[config.mk]
export PLATFORM = sky130hd
export DESIGN_NAME = tdm_bank_swapper
export DESIGN_NICKNAME = d
export VERILOG_FILES = /design/src/rtl/tdm_swap_pkg.sv /design/src/rtl/tdm_swap_lane.sv /design/src/rtl/tdm_route_map.sv /design/src/rtl/tdm_bank_swapper.sv
export SDC_FILE = /design/constraint.sdc
export NUM_CORES = 1
export LEC_CHECK = 0
export ABC_AREA = 0
export BUFFER_PORTS_ARGS = -buffer_cell sky130_fd_sc_hd__buf_2
export CAP_MARGIN = 20
export CORE_MARGIN = 3
export CORE_UTILIZATION = 39
export CTS_CLUSTER_DIAMETER = 50
export DETAILED_ROUTE_END_ITERATION = 7
export HOLD_SLACK_MARGIN = 0.08
export MAX_ROUTING_LAYER = met4
export PLACE_DENSITY = 0.86
export SETUP_SLACK_MARGIN = 0.2
export SYNTH_ARGS = -nofsm -noshare
export SYNTH_HDL_FRONTEND = slang
export SYNTH_SLANG_ARGS = --single-unit
[constraint.sdc]
create_clock -name clk -period 2 [get_ports clk]
set_input_delay 0 -clock clk [delete_from_list [all_inputs] [get_ports clk]]
set_output_delay 0 -clock clk [all_outputs]
set_load 0.005 [all_outputs]
[src/rtl/tdm_swap_pkg.sv]
package tdm_swap_pkg;
  localparam int LANES  = 4;
  localparam int IDX_W  = 6;
  localparam int ADDR_W = IDX_W + 1;
  localparam int REG_W  = 8;
  localparam int LANE_W = $clog2(LANES);
  localparam int REQ_LSB = REG_W - LANES;

  typedef enum logic [1:0] {
    DIV_IDLE0 = 2'b00,
    DIV_ONE   = 2'b01,
    DIV_IDLE2 = 2'b10,
    DIV_TWO   = 2'b11
  } div_mode_e;

  // lanes 3,2 belong to channel A; 1,0 to channel B
  function automatic logic lane_is_b(input int lane);
    return lane < (LANES / 2);
  endfunction

  function automatic logic lane_enabled(input logic [1:0] mode, input int lane);
    return (mode == DIV_TWO) || ((mode == DIV_ONE) && !lane_is_b(lane));
  endfunction

  function automatic logic [ADDR_W-1:0] route_addr(
      input logic [1:0] mode, input logic is_b, input logic bank,
      input logic [IDX_W-1:0] idx);
    logic [ADDR_W-1:0] a;
    case (mode)
      DIV_ONE: a = {bank, idx};
      DIV_TWO: a = {is_b, bank, idx[IDX_W-2:0]};
      default: a = {1'b0, idx};
    endcase
    return a;
  endfunction
endpackage

[src/rtl/tdm_swap_lane.sv]
module tdm_swap_lane (
  input  logic clk,
  input  logic rst_n,
  input  logic lane_en,
  input  logic set_req,
  input  logic fsync,
  output logic req_q,
  output logic bank_q,
  output logic swap_o
);
  logic req_d, bank_d;

  assign swap_o = lane_en & req_q & fsync;

  always_comb begin
    req_d  = req_q;
    bank_d = bank_q;
    if (lane_en) begin
      req_d  = (req_q & ~swap_o) | set_req;
      bank_d = bank_q ^ swap_o;
    end
  end

  always_ff @(posedge clk) begin
    if (!rst_n) begin
      req_q  <= 1'b0;
      bank_q <= 1'b0;
    end else begin
      req_q  <= req_d;
      bank_q <= bank_d;
    end
  end
endmodule

[src/rtl/tdm_route_map.sv]
module tdm_route_map
  import tdm_swap_pkg::*;
#(
  parameter int N_LANES = LANES,
  parameter int IW      = IDX_W,
  parameter int AW      = ADDR_W,
  parameter int LW      = LANE_W
) (
  input  logic [1:0]       mode,
  input  logic [N_LANES-1:0] bank_vec,
  input  logic [LW-1:0]    lane,
  input  logic             shadow,
  input  logic [IW-1:0]    idx,
  output logic [AW-1:0]    addr
);
  logic sel_bank;
  logic sel_is_b;

  assign sel_bank = bank_vec[lane] ^ shadow;
  assign sel_is_b = (int'(lane) < (N_LANES / 2));
  assign addr     = route_addr(mode, sel_is_b, sel_bank, idx);
endmodule

[src/rtl/tdm_bank_swapper.sv]
module tdm_bank_swapper
  import tdm_swap_pkg::*;
(
  input  logic              clk,
  input  logic              rst_n,
  input  logic [1:0]        div_mode,
  input  logic              cmd_we,
  input  logic [REG_W-1:0]  cmd_wdata,
  input  logic [LANES-1:0]  frame_sync,
  output logic [REG_W-1:0]  cmd_q,
  output logic [REG_W-1:0]  stat_q,
  output logic [LANES-1:0]  swap_evt,
  input  logic [LANE_W-1:0] map_lane,
  input  logic              map_shadow,
  input  logic [IDX_W-1:0]  map_index,
  output logic [ADDR_W-1:0] map_addr
);
  logic [LANES-1:0] lane_en;
  logic [LANES-1:0] set_req;
  logic [LANES-1:0] req_vec;
  logic [LANES-1:0] bank_vec;

  for (genvar i = 0; i < LANES; i++) begin : g_lane
    assign lane_en[i] = lane_enabled(div_mode, i);
    assign set_req[i] = cmd_we & lane_en[i] & cmd_wdata[REQ_LSB + i];

    tdm_swap_lane u_lane (
      .clk    (clk),
      .rst_n  (rst_n),
      .lane_en(lane_en[i]),
      .set_req(set_req[i]),
      .fsync  (frame_sync[i]),
      .req_q  (req_vec[i]),
      .bank_q (bank_vec[i]),
      .swap_o (swap_evt[i])
    );
  end

  assign cmd_q  = {req_vec,  {REQ_LSB{1'b0}}};
  assign stat_q = {bank_vec, {REQ_LSB{1'b0}}};

  tdm_route_map u_map (
    .mode    (div_mode),
    .bank_vec(bank_vec),
    .lane    (map_lane),
    .shadow  (map_shadow),
    .idx     (map_index),
    .addr    (map_addr)
  );
endmodule

# After elaboration in Yosys (flattened, before gate mapping)
# Index checks and enable logic that the tools add are counted.
[op_classes]
add_sub_neg = 0
multipliers = 0
n_div = 0
magnitude_cmp = 2
n_eq_ne = 2
shift = 0
muxes = 3
n_bitwise = 31
reduce_logical = 1
[op_table]
columns = ["op", "n"]
rows = [
  ["$and A1 B1 Y1", 18],
  ["$pmux W7 S2", 1],
  ["$xor A1 B1 Y1", 5],
  ["$not A1 Y1", 4],
  ["$or A1 B1 Y1", 4],
  ["$lt A2 B3 Y1 const B", 1],
  ["$bmux W1 S2", 1],
  ["$eq A2 B1 Y1 const B", 1],
  ["$eq A2 B2 Y1 const B", 1],
  ["$lt A2 B2 Y1 const B", 1],
  ["$logic_or A1 B1 Y1", 1],
  ["$mux W1", 1],
]
[word_totals]
reg_bits = 8
latch_bits = 0
mem_bits_rw = 0
romBits = 0
output_inout_bits = 27
elab_cells = 47
memories = 0

# Longest topological paths before layout
[logic_depth]
ltp_word = 7
ltp_mapped = 4
depth_no_buf = 3

# Cells and area by module
# A second synthesis with hierarchy kept.
[unflattened]
cells_unflattened = 69
area_unflattened_um2 = 646.9
[modules_own_cells]
columns = ["module", "instances", "cells_per_inst", "area_per_inst_um2", "seq_area_each_um2"]
rows = [
  ["tdm_swap_lane", 4, 9, 97.6, 40.0],
  ["tdm_route_map", 1, 18, 148.9, 0.0],
  ["tdm_bank_swapper", 1, 15, 107.6, 0.0],
]

# Worst setup path before layout
# OpenSTA, ideal clock, no wires.
[synth_path]
kind = "register -> output"
from = "reg g_lane[3].u_lane.bank_q"
to = "out map_addr[5]"
arrival_ns = 1.187
required_time_ns = 2.000
slack_ns = 0.813
path_stages_with_launch = 4
n_path_buf = 0
path_cell_list = "dfxtp_1 > mux4_2 > xor2_1 > mux2_4"
[synth_between]
elab_chain_len = 4
[synth_lines]
columns = ["item", "line_no", "rtl"]
rows = [
  ["start, declared", "tdm_swap_lane.sv:8", "output logic bank_q,"],
  ["start signal, assigned", "tdm_swap_lane.sv:30", "bank_q <= bank_d;"],
  ["$bmux W1 S2", "tdm_route_map.sv:19", "assign sel_bank = bank_vec[lane] ^ shadow;"],
  ["$mux W1 (implied by the code)", "tdm_route_map.sv:19", ""],
  ["$xor A1 B1 Y1", "tdm_route_map.sv:19", ""],
  ["$pmux W7 S2", "tdm_swap_pkg.sv:29", "case (mode)"],
  ["end, declared", "tdm_bank_swapper.sv:16", "output logic [ADDR_W-1:0] map_addr"],
]
# Every way passes these cells. The select of a mux whose other input is x is not followed.

# Final worst setup path
# Same ends and word-level chain as after synthesis.

==> impl_metrics.toml <==
[synthesis]
yosysSeqAreaShare_pct = 27.1
synth.avg_cell_area_um2 = 8.83
synth_cell_types = 17
ys_seq_elements = 8
netlist_area_um2 = 592
ys_warn_count = 0
syn_inst = 67

[setup_path]
crit_buf_inv = 1
crit_type = "flip-flop to primary output"
cp-end-kind = "primary output"
slowest_stage = "mux4_2"
crit_start = "g_lane[3].u_lane.bank_q$_SDFFE_PN0P_"
critPathTopFamily = "multiplexers"
crit_fanout = 3
worstPathRequired_ns = 2.00
cp_cell_sequence = "mux4_2 > xor2_1 > mux2_4 > buf_2"
cp.arrival_ns = 1.61
worst_path_largest_cell_delay_ns = 0.49
r2r_start = "g_lane[1].u_lane.req_q$_SDFFE_PN0N_"
worstSetupStartpointType = "flip-flop"

[timing]
setup_tns_ns = 0
drv_slew = 0
finClkSkew_ns = 0.000315
finalHoldViolCount = 0
rsz0062_at_grt = "no"
fmax_mhz = 620
finalCriticalPeriod_ns = 1.61
worst_slack_ns = 0.388
setup_violations = 0
fin_crit_sh_pct = 80.6

[route]
first_pass_iters = 4
drt_iter0_drc = 7
drc_errors = 0
ant_nets = 0
vias = 518
wl_per_cell_um = 12.5
via_per_inst = 4.75
totalWireLength_um = 1360

[min_path]
min_path_type = "primary input to flip-flop"
min_from = "cmd_we"

[run_status]
status = "complete, no violations"

[global_routing]
first_global_vias = 456
grt_pass1_wl_um = 1980
grt_use_total_pct = 13.9
overflow = 0
grt_max_degree = 13
antenna_found_initial = 0

[floorplan]
dieArea_mm2 = 0.00202
ios = 53
initial_core_util_pct = 43.3
dieWidth_um = 45.0
fp.coreArea_mm2 = 0.00137
rows = 13
die_h_um = 45.0

[cts]
htree_levels = 1
clock_sinks = 8
cts.repair.resized = 0
worstSkewPairLatency_ns = 0.25
cts_tree = "built"
clk_pin_slew_ns = 0.05
holdBufCountCts = 13
cts_buffers = 3
clock_tree.root_cell = "clkbuf_4"
cts_max_path_buffers = 2
cts_setup_buffers = 0

[power_and_ir_drop]
switching_share_pct = 24.2
power.share.clock_pct = 32.8
power.net_switching_mw = 0.0888
power.leakage_nw = 0.394
seqPwrFrac_pct = 45.5
intPower_mw = 0.279
p_comb_share_pct = 21.8
ir_worst_vdd_mv = 0.237
power_density_mw_per_mm2 = 492

[finish]
drive_gt1_share_pct = 37.2
fin_area_um2 = 748
nNetsFinal = 122
syn2layout_area_growth_pct = 26.4
antenna_cells = 0
fillers = 126

[place]
pre_cts_ws_ns = 0.651
placed_cell_area_um2 = 596
dpl.hpwl_um = 944
gp_congestion = 0.671
io_buffers = 30

[run]
maxCapViolations = 0
-- state kept, by name, summed over array words and instances (netlist names) --
name	cells
g_lane.u_lane.bank_q	4
g_lane.u_lane.req_q	4
-- stage by stage --
| step | instances | util [%] | total power [mW] | hold WS [ns] |
|---|---|---|---|---|
| floorplan | 74 | - | 0.222 | 0.0808 |
| global placement | 93 | 43.6 | 0.226 | 0.0000346 |
| detailed placement | 93 | 43.6 | 0.227 | 0.0000346 |
| CTS | 109 | 54.8 | 0.371 | 0.0976 |
| global route | 109 | 54.8 | 0.387 | 0.148 |
| finish | 109 | 54.8 | 0.368 | 0.127 |
-- power groups by stage --
stage          combinational (mW)  sequential (mW)  clock (mW)
6_report                   0.0800            0.167       0.121
5_1_grt                    0.0886            0.168       0.131
4_1_cts                    0.0787            0.167       0.125
3_5_place_dp               0.0569            0.170           0
3_3_place_gp               0.0556            0.170           0
2_1_floorplan              0.0523            0.170           0
-- logic make-up after synthesis --
| family | Yosys count | synth area share (%) |
|---|---|---|
| buffers and inverters | 28 | 33.6 |
| AND/OR/NAND/NOR | 18 | 17.3 |
| flip-flops | 8 | 27.1 |
| AO/OA/AOI/OAI | 5 | 7.61 |
| XOR/XNOR | 5 | 7.40 |
| multiplexers | 2 | 6.34 |
| other | 1 | 0.634 |
-- synthesized netlist by cell type --
master	number	share of area, %
o211a_1	1	1.7
mux4_2	1	3.8
nand3_1	2	1.7
and2_1	3	3.2
xnor2_1	4	5.9
and3_1	2	2.1
clkbuf_1	1	0.63
dfxtp_1	8	27
inv_1	2	1.3
nand4_1	2	2.1
nand2_1	3	1.9
buf_4	25	32
xor2_1	1	1.5
a32oi_1	4	5.9
nor2b_1	6	6.3
conb_1	1	0.63
mux2_4	1	2.5
-- routing by layer --
metal | global-route usage, % | vias up | wire, um | share of wire (%)
met2 | 22.6 | 35 | 720 | 53
met4 | 5.26 | 0 | 0 | 0
li1 | - | 248 | - | -
met5 | - | - | 0 | 0
met3 | 3.59 | 0 | 151 | 11
met1 | 16.3 | 235 | 489 | 36
-- worst register-to-register path: stages (launching register included) --
cell and delay [ns]:
dfxtp_1 0.32, a32oi_1 0.16, nor2b_1 0.06, dlygate4sd3_1 0.54
-- area by class of cell --
class                   instances  area [um2]  share of cell area (%)
flip-flops and latches          8         160                    21.4
inverters                       2        7.51                    1.00
well taps                      15        18.8                    2.51
repair buffers                 43         280                    37.5
multi-input cells              38         259                    34.6
clock buffers                   3        22.5                    3.01
-- cell usage in the layout (no fill, tap or decap), types with 2 or more instances in the layout --
cell and count:
nand3_1 2, nand2_1 3, clkbuf_4 3, nor2b_1 6
and2_1 3, inv_1 2, buf_2 30, conb_1 8
nand4_1 2, dlygate4sd3_1 13, xnor2_1 4, and3_1 2
dfxtp_1 8, a32oi_1 4
-- worst paths after layout --
kind | slack [ns] | cells after the start | to
worst max-delay path | 0.39 | 4 | map_addr[5]
worst min-delay path | 0.13 | 3 | g_lane[0].u_lane.req_q$_SDFFE_PN0N_
worst max register to register | 0.81 | 3 | g_lane[1].u_lane.req_q$_SDFFE_PN0N_
worst min register to register | 0.56 | 2 | g_lane[2].u_lane.bank_q$_SDFFE_PN0P_
Note: power is estimated with default switching activity, not from simulation.
